<file path="src/rtl/dma_bank_pkg.sv">
// Package: dma_bank_pkg
// Word addresses of the DMA control bank. Addresses that the bench and
// driver software depend on are fixed here once.
package dma_bank_pkg;
    localparam int ADR_CTRL    = 0;
    localparam int ADR_SUMMARY = 1;
    localparam int ADR_EN_SET  = 2;
    localparam int ADR_EN_CLR  = 3;
    localparam int ADR_ACTIVE  = 4;
    localparam int ADR_BUSY    = 5;
    localparam int ADR_ERR     = 6;
    localparam int ADR_IE_SET  = 7;
    localparam int ADR_IE_CLR  = 8;
    localparam int ADR_INTA    = 9;
    localparam int ADR_INTB    = 10;
    localparam int ADR_VALID   = 11;
    localparam int ADR_TRIG    = 12;
    localparam int ADR_ABORT   = 13;

    // Index of each hardware-set flag vector in the flag array.
    localparam int FLG_ERR  = 0;
    localparam int FLG_INTA = 1;
    localparam int FLG_INTB = 2;
    localparam int NUM_FLG  = 3;
endpackage

</file>
<file path="src/rtl/dma_setclr_vec.sv">
// Module: dma_setclr_vec
// Holds a vector that software changes through a set port and a clear
// port. One bits of the data act; zero bits leave the vector alone.
// Assumes set_en and clr_en are never high in the same cycle (they come
// from decodes of different addresses).
module dma_setclr_vec #(
    parameter int W = 16
) (
    input  logic         clk,
    input  logic         rst_n,
    input  logic         set_en,
    input  logic         clr_en,
    input  logic [W-1:0] bits,
    output logic [W-1:0] vec
);
    logic [W-1:0] set_mask;
    logic [W-1:0] clr_mask;

    // Qualify the data bits with the two strobes.
    always_comb begin
        set_mask = set_en ? bits : '0;
        clr_mask = clr_en ? bits : '0;
    end

    // Store the vector with set and clear masks applied.
    always_ff @(posedge clk) begin
        if (!rst_n) begin
            vec <= '0;
        end else begin
            vec <= (vec | set_mask) & ~clr_mask;
        end
    end
endmodule

</file>
<file path="src/rtl/dma_flag_vec.sv">
// Module: dma_flag_vec
// Per-channel event flags. Hardware sets a flag with a one-cycle pulse;
// software clears it by writing a one. A set in the same cycle as a
// clear wins, so no event is lost.
module dma_flag_vec #(
    parameter int W = 16
) (
    input  logic         clk,
    input  logic         rst_n,
    input  logic         clr_en,
    input  logic [W-1:0] clr_bits,
    input  logic [W-1:0] hw_set,
    output logic [W-1:0] flags
);
    genvar i;
    generate
        for (i = 0; i < W; i++) begin : g_bit
            // One flag bit: the hardware set dominates the software clear.
            always_ff @(posedge clk) begin
                if (!rst_n) begin
                    flags[i] <= 1'b0;
                end else if (hw_set[i]) begin
                    flags[i] <= 1'b1;
                end else if (clr_en && clr_bits[i]) begin
                    flags[i] <= 1'b0;
                end
            end
        end
    endgenerate
endmodule

</file>
<file path="src/rtl/dma_pulse_vec.sv">
// Module: dma_pulse_vec
// Turns a write to a command address into a one-cycle pulse on each
// written one bit, issued in the cycle after the write.
module dma_pulse_vec #(
    parameter int W = 16
) (
    input  logic         clk,
    input  logic         rst_n,
    input  logic         fire,
    input  logic [W-1:0] bits,
    output logic [W-1:0] pulse
);
    // Register the command bits for exactly one cycle.
    always_ff @(posedge clk) begin
        if (!rst_n) begin
            pulse <= '0;
        end else begin
            pulse <= fire ? bits : '0;
        end
    end
endmodule

</file>
<file path="src/rtl/dma_ctrl_bank.sv">
// Module: dma_ctrl_bank
// Control and status register bank for a multi-channel DMA controller.
// Decodes a word-addressed write bus into set/clear, write-one-to-clear
// and command-pulse actions. Serves combinational read data and drives a
// summary word and one interrupt line. Assumes NCH < DATA_W, and that the
// bus presents one access per cycle with no handshake.
module dma_ctrl_bank #(
    parameter int NCH    = 16,
    parameter int ADDR_W = 4,
    parameter int DATA_W = 32
) (
    input  logic              clk,
    input  logic              rst_n,
    input  logic              bus_we,
    input  logic [ADDR_W-1:0] bus_addr,
    input  logic [DATA_W-1:0] bus_wdata,
    output logic [DATA_W-1:0] bus_rdata,
    input  logic [NCH-1:0]    hw_err_set,
    input  logic [NCH-1:0]    hw_inta_set,
    input  logic [NCH-1:0]    hw_intb_set,
    input  logic [NCH-1:0]    chan_active,
    input  logic [NCH-1:0]    chan_busy,
    output logic [NCH-1:0]    chan_en,
    output logic [NCH-1:0]    chan_go,
    output logic              ctrl_on,
    output logic [NCH-1:0]    valid_pulse,
    output logic [NCH-1:0]    trig_pulse,
    output logic [NCH-1:0]    abort_pulse,
    output logic              irq
);
    import dma_bank_pkg::*;

    localparam int NREG = 2 ** ADDR_W;

    logic [NREG-1:0]           wr_hit;
    logic [NCH-1:0]            wbits;
    logic [NCH-1:0]            ie_q;
    logic [NCH-1:0]            err_q;
    logic [NCH-1:0]            inta_q;
    logic [NCH-1:0]            intb_q;
    logic [NUM_FLG-1:0][NCH-1:0] flg_set;
    logic [NUM_FLG-1:0][NCH-1:0] flg_q;
    logic [NUM_FLG-1:0]          flg_clr;
    logic                      run_q;
    logic                      ab_pending;
    logic                      err_pending;
    logic [DATA_W-1:0]         summary;
    logic                      unused_wdata;

    assign wbits        = bus_wdata[NCH-1:0];
    assign unused_wdata = ^bus_wdata[DATA_W-1:NCH];

    // One-hot write decode of the address.
    always_comb begin
        wr_hit = '0;
        if (bus_we) begin
            wr_hit[bus_addr] = 1'b1;
        end
    end

    // Global run bit.
    always_ff @(posedge clk) begin
        if (!rst_n) begin
            run_q <= 1'b0;
        end else if (wr_hit[ADR_CTRL]) begin
            run_q <= bus_wdata[0];
        end
    end

    dma_setclr_vec #(.W(NCH)) u_en (
        .clk    (clk),
        .rst_n  (rst_n),
        .set_en (wr_hit[ADR_EN_SET]),
        .clr_en (wr_hit[ADR_EN_CLR]),
        .bits   (wbits),
        .vec    (chan_en)
    );

    dma_setclr_vec #(.W(NCH)) u_ie (
        .clk    (clk),
        .rst_n  (rst_n),
        .set_en (wr_hit[ADR_IE_SET]),
        .clr_en (wr_hit[ADR_IE_CLR]),
        .bits   (wbits),
        .vec    (ie_q)
    );

    // Route hardware sets and software clears to the flag array.
    always_comb begin
        flg_set[FLG_ERR]  = hw_err_set;
        flg_set[FLG_INTA] = hw_inta_set;
        flg_set[FLG_INTB] = hw_intb_set;
        flg_clr[FLG_ERR]  = wr_hit[ADR_ERR];
        flg_clr[FLG_INTA] = wr_hit[ADR_INTA];
        flg_clr[FLG_INTB] = wr_hit[ADR_INTB];
    end

    genvar f;
    generate
        for (f = 0; f < NUM_FLG; f++) begin : g_flag
            dma_flag_vec #(.W(NCH)) u_flag (
                .clk      (clk),
                .rst_n    (rst_n),
                .clr_en   (flg_clr[f]),
                .clr_bits (wbits),
                .hw_set   (flg_set[f]),
                .flags    (flg_q[f])
            );
        end
    endgenerate

    assign err_q  = flg_q[FLG_ERR];
    assign inta_q = flg_q[FLG_INTA];
    assign intb_q = flg_q[FLG_INTB];

    dma_pulse_vec #(.W(NCH)) u_valid (
        .clk   (clk),
        .rst_n (rst_n),
        .fire  (wr_hit[ADR_VALID]),
        .bits  (wbits),
        .pulse (valid_pulse)
    );

    dma_pulse_vec #(.W(NCH)) u_trig (
        .clk   (clk),
        .rst_n (rst_n),
        .fire  (wr_hit[ADR_TRIG]),
        .bits  (wbits),
        .pulse (trig_pulse)
    );

    dma_pulse_vec #(.W(NCH)) u_abort (
        .clk   (clk),
        .rst_n (rst_n),
        .fire  (wr_hit[ADR_ABORT]),
        .bits  (wbits),
        .pulse (abort_pulse)
    );

    // Fold enabled completion flags and error flags into the summary.
    always_comb begin
        ab_pending  = |((inta_q | intb_q) & ie_q);
        err_pending = |err_q;
        summary     = '0;
        summary[1]  = ab_pending;
        summary[2]  = err_pending;
    end

    assign irq     = ab_pending | err_pending;
    assign ctrl_on = run_q;
    assign chan_go = chan_en & {NCH{run_q}};

    // Combinational read mux; unmapped and write-only addresses read zero.
    always_comb begin
        bus_rdata = '0;
        case (int'(bus_addr))
            ADR_CTRL:    bus_rdata[0] = run_q;
            ADR_SUMMARY: bus_rdata = summary;
            ADR_EN_SET:  bus_rdata[NCH-1:0] = chan_en;
            ADR_ACTIVE:  bus_rdata[NCH-1:0] = chan_active;
            ADR_BUSY:    bus_rdata[NCH-1:0] = chan_busy;
            ADR_ERR:     bus_rdata[NCH-1:0] = err_q;
            ADR_IE_SET:  bus_rdata[NCH-1:0] = ie_q;
            ADR_INTA:    bus_rdata[NCH-1:0] = inta_q;
            ADR_INTB:    bus_rdata[NCH-1:0] = intb_q;
            default:     bus_rdata = '0;
        endcase
    end
endmodule

</file>
<file path="config.mk">
export PLATFORM = sky130hd
export DESIGN_NAME = dma_ctrl_bank
export DESIGN_NICKNAME = d
export VERILOG_FILES = /design/src/rtl/dma_bank_pkg.sv /design/src/rtl/dma_setclr_vec.sv /design/src/rtl/dma_flag_vec.sv /design/src/rtl/dma_pulse_vec.sv /design/src/rtl/dma_ctrl_bank.sv
export SDC_FILE = /design/constraint.sdc
export NUM_CORES = 1
export LEC_CHECK = 0
export ABC_AREA = 1
export ABC_CLOCK_PERIOD_IN_PS = 950
export BUFFER_PORTS_ARGS = -buffer_cell sky130_fd_sc_hd__buf_2
export CORE_UTILIZATION = 43
export CTS_CLUSTER_DIAMETER = 200
export DETAILED_ROUTE_END_ITERATION = 7
export PLACE_DENSITY = 0.83
export SYNTH_ARGS = -nofsm -noshare
export SYNTH_HDL_FRONTEND = slang
export SYNTH_SLANG_ARGS = --single-unit
</file>
<file path="constraint.sdc">
create_clock -name clk -period 0.95 [get_ports clk]
set_input_delay 0 -clock clk [delete_from_list [all_inputs] [get_ports clk]]
set_output_delay 0 -clock clk [all_outputs]
set_load 0.005 [all_outputs]
</file>
# == After elaboration in Yosys (flattened, before gate mapping) ==
# Cells that the tools add are included.
# word_totals
reg_bits,129
latch_bits,0
mem_bits_rw,0
mem_bits_ro,0
in_bits,119
n_memories,0
# classes
n_addsub,0
n_mul,0
div,0
order_cmp,2
n_eq_ne,8
shift,0
mux,105
n_bitwise,10
n_reduce_logical,103
# op_table
cell,n
case mux 15 bit (8 select lines),1
two-way mux 1 bit,97
nonzero test 2 bit,48
AND 16 bit,4
two-way mux 16 bit,4
logical AND 1 bit,49
OR 16 bit,3
inverter 16 bit,2
OR reduction 16 bit,2
equality test 4 x 3 -> 1 bit (second input constant),4
two-way mux 14 bit,1
equality test 4 bit (second input constant),2
case mux 1 bit (8 select lines),1
AND reduction 2 bit,3
less-than comparator 4 x 5 -> 1 bit (second input constant),1
demux 1 bit (select 4 bit),1
equality test 4 x 1 -> 1 bit (second input constant),1
equality test 4 x 2 -> 1 bit (second input constant),1
greater-or-equal comparator 4 x 1 -> 1 bit (second input constant),1
zero test 4 bit,1
OR 1 bit,1

# == Logic depth before layout (Yosys ltp) ==
# Gate-level depths: netlist of run 1.
# logic_depth
ltp_word,8
ltp_mapped,9
depth_no_buf,8

# == By module ==
# From an unflattened synthesis of run 1, not the netlist that was laid out.
# unflattened
hier_cells,921
hier_area_um2,6481.2
# modules_own_cells
mod,instances,cells_per_inst,area_per_inst_um2,seq_area_each_um2
dma_flag_vec,3,84,720.7,320.3
dma_ctrl_bank,1,347,1561.5,20.0
dma_pulse_vec,3,50,488.0,320.3
dma_setclr_vec,2,86,646.9,320.3

# == Least setup slack after synthesis of run 1 ==
# No wires, ideal clock.
# synth_path
path_type,flip-flop to output port
startpoint,"register run_q, in the netlist ctrl_on"
endpoint,output port chan_go[10]
arrival_time_ps,987
required_ps,950
setup_slack_ps,-37
stages_incl_launch_ff,5
path_buffers,2
cell_sequence,dfxtp_1 clkbuf_1 clkbuf_1 nand2_1 inv_1
# synth_between
elab_chain_len,1
# synth_lines
element,line_no,text
from (decl),dma_ctrl_bank.sv:44,logic run_q;
from (signal assigned),dma_ctrl_bank.sv:66,run_q <= bus_wdata[0];
AND 16 bit,dma_ctrl_bank.sv:151,assign chan_go = chan_en & {NCH{run_q}};
to (decl),dma_ctrl_bank.sv:24,"output logic [NCH-1:0] chan_go,"
# Every way passes these cells.

# == Worst setup path after layout of run 1 ==
# layout_path
startpoint,register g_flag[2].u_flag.flags[2]
endpoint,output port bus_rdata[1]
# layout_between
elab_chain_len,4
# layout_lines
element,line_no,text
from (decl),dma_flag_vec.sv:13,output logic [W-1:0] flags
"from (signal, indexed assignment)",dma_flag_vec.sv:21,flags[i] <= 1'b0;
"from (signal, indexed assignment)",dma_flag_vec.sv:23,flags[i] <= 1'b1;
"from (signal, indexed assignment)",dma_flag_vec.sv:25,flags[i] <= 1'b0;
OR 16 bit,dma_ctrl_bank.sv:142,ab_pending = |((inta_q | intb_q) & ie_q);
AND 16 bit,dma_ctrl_bank.sv:142,
OR reduction 16 bit,dma_ctrl_bank.sv:142,
case mux 15 bit (8 select lines),dma_ctrl_bank.sv:156,case (int'(bus_addr))
to (decl),dma_ctrl_bank.sv:17,"output logic [DATA_W-1:0] bus_rdata,"
# Every way passes these cells.

==> results of run 1 <==
[layout make-up]
type,instances,share of cell area
Tap cell,172,0.0222
Antenna cell,1,0.000258
Inverter,118,0.0472
Clock inverter,5,0.0129
Timing Repair Buffer,389,0.308
Multi-Input combinational cell,518,0.285
Clock buffer,25,0.0510
Sequential cell,129,0.274
[worst max-delay path: stages, from the launching register on]
cell and delay [ps]:
dfxtp_1 310, nor2_1 120, nor2_1 60, nor2_2 150, nand2_1 80, nor2_2 140, nand2_1 80, nand2_2 80
nand2_2 60, buf_2 130
[where the power goes]
group | internal [mW] | switching [mW] | total (mW)
registers | 5.61 | 0.127 | 5.73
logic | 0.974 | 0.986 | 1.96
clock network | 4.64 | 2.32 | 6.96
[final timing paths]
kind | start | endpoint | slack [ps] | cells after the start
max | g_flag[2].u_flag.flags[2] | bus_rdata[1] | -680 | 9
min | bus_wdata[3] | u_ie.vec[3] | 20 | 4
max reg2reg | ctrl_on | ctrl_on | -40 | 5
min reg2reg | g_flag[0].u_flag.flags[4] | g_flag[0].u_flag.flags[4] | 490 | 2
[synth_stat cells]
cell / count / area (µm²)
nand3_1: 31 / 155
inv_2: 5 / 18.8
nand2_4: 1 / 11.3
nand4_1: 6 / 37.5
o22ai_1: 10 / 62.6
o211ai_1: 5 / 37.5
clkbuf_1: 15 / 56.3
a21oi_1: 57 / 285
nor3_1: 2 / 10.0
inv_1: 97 / 364
nor2_1: 147 / 552
clkinv_1: 16 / 60.1
nand3b_1: 1 / 7.51
buf_2: 12 / 60.1
conb_1: 1 / 3.75
nor2_4: 4 / 45.0
and2_1: 1 / 6.26
nor2_2: 2 / 12.5
nand2_2: 6 / 37.5
dfxtp_1: 129 / 2580
buf_4: 16 / 120
o21ai_0: 68 / 340
nor2_8: 1 / 20.0
nand2_1: 111 / 417
nor3b_1: 2 / 15.0
o21ai_1: 45 / 225
buf_6: 2 / 22.5
o21ai_2: 2 / 17.5
[registers in the layout, summed over array words and instances (netlist names)]
name,count
u_trig.pulse,16
u_ie.vec,16
u_en.vec,16
ctrl_on,1
g_flag.u_flag.flags,48
u_valid.pulse,16
u_abort.pulse,16
[cell families after synthesis]
kind of cell | Yosys count | share of synthesized area
buffers and inverters | 163 | 0.126
AO/OA/AOI/OAI | 187 | 0.173
other | 1 | 0.000672
AND/OR/NAND/NOR | 315 | 0.238
flip-flops | 129 | 0.463
[timing repair]
action | 4_1_cts | 5_1_grt
gates resized for setup | 145 | 151
setup buffers | 7 | 21
pin swaps | 44 | 39
endpoints found under the setup margin | 46 | 104
hold buffers | 63 | 0
gates cloned | 2 | 2
hold endpoints to repair | 84 | 0
[through the flow]
step | total power, mW | hold WS (ps) | instances | instance area [µm²]
floorplan | 6.44 | 107 | 810 | 5640
global placement | 7.21 | 244 | 1252 | 7550
detailed placement | 7.23 | 243 | 1252 | 7550
CTS | 14.4 | 11.9 | 1349 | 9260
global route | 15.1 | 52.2 | 1357 | 9710
finish | 14.7 | 16.0 | 1357 | 9710
[metal layers]
metal  part of all wire  wire length (µm)
met4              0.045              1040
met5                  0                 0
met2               0.49             11400
met3              0.082              1900
met1               0.38              8890
==> flow_summary_export.csv, run 1 <==
group,metric,value,unit
outcome,outcome,"finished, violations left",
outcome,violations,"setup timing",
setup_path,crit_fanout,2,
floorplanning,start_util,0.442,
route,vias,7083,
clocking,cts_tree,"yes",
grt,grt_use_met3,0.0764,
timing,period_share,1.72,
grt,use_met1,0.387,
grt,grt_pass1_wl,33700,µm
timing,period_minus_slack,1630,ps
setup_path,path_class,"flip-flop to output pin",
setup_path,crit_required,950,ps
timing,finalHoldViolations,0,
placement,portBuffers,200,
clocking,h-tree-depth,4,
finish,drive_above_1_share,0.452,
finish,layout_commonest_cell,"buf_2",
clocking,insertion_delay,420,ps
grt,grtUsageTotal,0.337,
yosys,netlist_instances,795,
clocking,clkSinkCount,129,
route,drcViolationCount,0,
route,wl_per_cell,17.1,µm
yosys,syn_avg_cell_area,7.02,µm²
timing,max_freq,0.612,GHz
clocking,clockRootBuffer,"clkbuf_16",
pwr,p_leak,5.03,nW
floorplanning,die_x,116,µm
finish,fillers,857,
route,via_per_inst,5.22,
clocking,clk_path_buf_depth,2,
clocking,cts_made_buffers,17,
yosys,synth-seq-cells,129,
timing,tns,-12220,ps
grt,grt_overflow_total,0,
min_path,hp-class,"input port to flip-flop",
pwr,pwr_density_cell,1510,nW/µm²
timing,drv_slew,0,
floorplanning,row_count,41,
floorplanning,die_h,116,µm
timing,finalWorstSetupSlack,-684,ps
pwr,max-vdd-ir-drop,1.16,mV
clocking,cts.reportedPaths.clkPinSlew,50,ps
timing,finClkSkew,0,ps
finish,areaGrowthSynthToFinish,73.9,%
timing,setup_violations,44,
grt,gr-usage-met2,0.571,
floorplanning,core-area,12600,µm²
route,initialDrtViolationCount,697,
placement,dpl.hpwl,14200,µm
grt,grt_pass1_vias,6731,
grt,busiest_layer,"met2",
setup_path,cp-start-kind,"flip-flop",
floorplanning,ios,233,
grt,grt_max_degree,56,
route,ant_nets,0,
finish,final_cell_mix,"buf_2, nor2_1, inv_1",
yosys,yosysWarnings,0,
finish,seqCellArea,2660,µm²
job,cap_violations,0,
grt,antenna_found_initial,1,
floorplanning,design.die.area,13400,µm²
timing,grt_setup_unrepaired,"yes",
placement,post-place-ws,-291,ps
route,wl,23300,µm
finish,fin_nets,1292,
route,dr.pass1.iters,5,
setup_path,timing.critical_path.to_type,"output pin",
yosys,yosysSeqAreaShare,0.463,
finish,multi_input_area,2770,µm²
placement,gp_congestion,0.910,
finish,fin_util,0.769,
yosys,syn_area,5580,µm²
yosys,synth.distinct_cells,28,
setup_path,crit_arrival,1630,ps
(Power assumes the default switching activity.)
==> run 2: changes to the inputs <==
--- a/config.mk
+++ b/config.mk
@@ -11,6 +11,7 @@
 export CORE_UTILIZATION = 43
 export CTS_CLUSTER_DIAMETER = 200
 export DETAILED_ROUTE_END_ITERATION = 7
+export MAX_ROUTING_LAYER = met4
 export PLACE_DENSITY = 0.83
 export SYNTH_ARGS = -nofsm -noshare
 export SYNTH_HDL_FRONTEND = slang
==> run 2 against run 1 <==
The flow still finishes with violations (setup timing). Maximum frequency fell by 5.9%. Clock power fell by 11%. Count of clock-buffer cells in the layout rose by 1. Hold slack improved by 1.2 ps. Routed wire length rose by 4.8%. Die area did not move. Cell count rose by 0.44%. Largest power group unchanged. Non-clock buffer count rose by 5. Critical path type unchanged. Clock skew did not move. Critical path depth did not move. Design area rose by 0.94%. Core utilization rose by 0.72 points.
==> flow_summary_export.csv, run 2 (synthesis gave the netlist of run 1 again) <==
group,metric,value,unit
clocking,cts_tree,"yes",
clocking,h-tree-depth,4,
floorplanning,die_x,116,µm
clocking,clk_path_buf_depth,2,
finish,largest_register_ff_count,48,
setup_path,critPathSlowestCell,"dfxtp_2",
pwr,p_int,10.4,mW
grt,antenna_found_initial,0,
floorplanning,core-area,12600,µm²
timing,period_share,1.83,
pwr,total_power,13.9,mW
placement,dpl.hpwl,14500,µm
route,dr.pass1.iters,5,
finish,layout_commonest_cell,"buf_2",
route,initialDrtViolationCount,695,
timing,whs,17.2,ps
setup_path,cp-start-kind,"flip-flop",
setup_path,timing.critical_path.to_type,"output pin",
setup_path,crit_arrival,1740,ps
setup_path,crit_required,950,ps
placement,gp_congestion,0.950,
finish,final_cell_count_no_fill,1363,
route,via_per_inst,5.32,
outcome,outcome,"finished, violations left",
job,cap_violations,0,
timing,max_freq,0.576,GHz
setup_path,max_stage_delay,330,ps
pwr,p_sw,3.49,mW
timing,period_minus_slack,1740,ps
route,wl_per_cell,17.9,µm
min_path,min_from,"bus_wdata[3]",
grt,grt_max_degree,43,
setup_path,reg2reg_from,"ctrl_on",
timing,setup_violations,45,
finish,fin_nets,1298,
route,drcViolationCount,0,
timing,finalHoldViolations,0,
timing,finClkSkew,0,ps
finish,fin_util,0.777,
floorplanning,start_util,0.442,
placement,dp.cells,1254,
grt,grt_overflow_total,0,
pwr,power_frac_seq,0.411,
finish,drive_above_1_share,0.463,
outcome,violations,"setup timing",
clocking,clockRootBuffer,"clkbuf_16",
grt,grt_pass1_vias,6915,
clocking,clkSinkCount,129,
route,vias,7247,
timing,finalWorstSetupSlack,-787,ps
floorplanning,die_h,116,µm
finish,areaGrowthSynthToFinish,75.5,%
pwr,max-vdd-ir-drop,1.21,mV
floorplanning,ios,233,
pwr,swShare,0.251,
pwr,p_leak,5.12,nW
timing,grt_setup_unrepaired,"yes",
finish,largest-register,"g_flag.u_flag.flags",
setup_path,cp.buffers_inverters,1,
pwr,pwr_density_cell,1420,nW/µm²
route,wl,24400,µm
pwr,p_comb_frac,0.146,
route,ant_nets,0,
setup_path,path_delay_family,"simple AND/OR/NAND/NOR gates",
finish,final_cell_mix,"buf_2, nor2_1, inv_1",
clocking,insertion_delay,430,ps
timing,tns,-11990,ps
finish,fillers,860,
floorplanning,row_count,41,
clocking,cts.reportedPaths.clkPinSlew,60,ps
grt,grtUsageTotal,0.351,
setup_path,cp_cell_sequence,"nor2_1, nor2_1, nor2_2, nand2_1, nor2_1, nand2_1, nand2_1, nand2_2, buf_6",
setup_path,crit_fanout,2,
finish,n_antenna_cell,0,
clocking,cts_made_buffers,17,
min_path,hp-class,"input port to flip-flop",
setup_path,path_class,"flip-flop to output pin",
pwr,pwr-share-clk,0.443,
floorplanning,design.die.area,13400,µm²
grt,grt_pass1_wl,33700,µm
setup_path,startpoint,"g_flag[1].u_flag.flags[13]",
timing,drv_slew,0,
placement,portBuffers,200,
-- run 2: changes by cell type in the layout (fill, tap and decap cells not counted), moves of 4 or more --
cell,delta
clkinvlp_4,+4
buf_4,+4
inv_1,-4
buf_2,-5
inv_2,+4
nand2_1,-5
nand2_4,+7
-- run 2: worst min-delay path, stage by stage --
cell	delay (ps)
buf_2	100
clkinv_1	140
o21ai_1	90
nor2_1	80
-- run 2: repair_timing --
action                                 4_1_cts  5_1_grt
hold buffers                                66        0
setup endpoints to repair                   48      113
gates resized for setup                    170      149
buffers inserted                             7       15
cloned                                       3        2
pin swaps                                   50       39
endpoints found under the hold margin       79        0
-- run 2: layer usage --
metal / vias up / track usage / part of all wire
li1: 3267 / - / -
met4: 0 / 0.227 / 0.061
met2: 488 / 0.570 / 0.49
met1: 3346 / 0.382 / 0.35
met5: - / - / 0
met3: 146 / 0.0863 / 0.097
-- run 2: area by class of cell --
cell class,instances,area (µm²),share of cell area
Clock inverter,5,52.6,0.00536
Clock buffer,26,499,0.0509
Sequential cell,129,2660,0.272
Timing Repair Buffer,394,3070,0.313
Multi-Input combinational cell,518,2830,0.289
Tap cell,172,215,0.0220
Inverter,118,469,0.0479
Timing Repair inverter,1,5.00,0.000511
-- run 2: final timing paths --
kind	slack (ps)	end	cells past startpoint
setup / recovery	-790	bus_rdata[1]	9
hold / removal	20	u_ie.vec[3]	4
setup reg to reg	-20	ctrl_on	4
hold reg to reg	480	g_flag[0].u_flag.flags[5]	2
-- run 2: power by group through the flow --
stage               Sequential [mW]  Clock [mW]  Combinational, mW
floorplan                      5.79           0              0.642
global placement               5.79           0               1.44
detailed placement             5.79           0               1.46
CTS                            5.71        6.15               1.81
global route                   5.74        6.44               2.17
finish                         5.72        6.18               2.03
-- run 2: stage by stage --
stage,instance area (µm²),worst slack [ps]
detailed placement,7570,-277
CTS,9350,-682
global placement,7570,-239
finish,9800,-787
floorplan,5640,6.76
global route,9800,-849
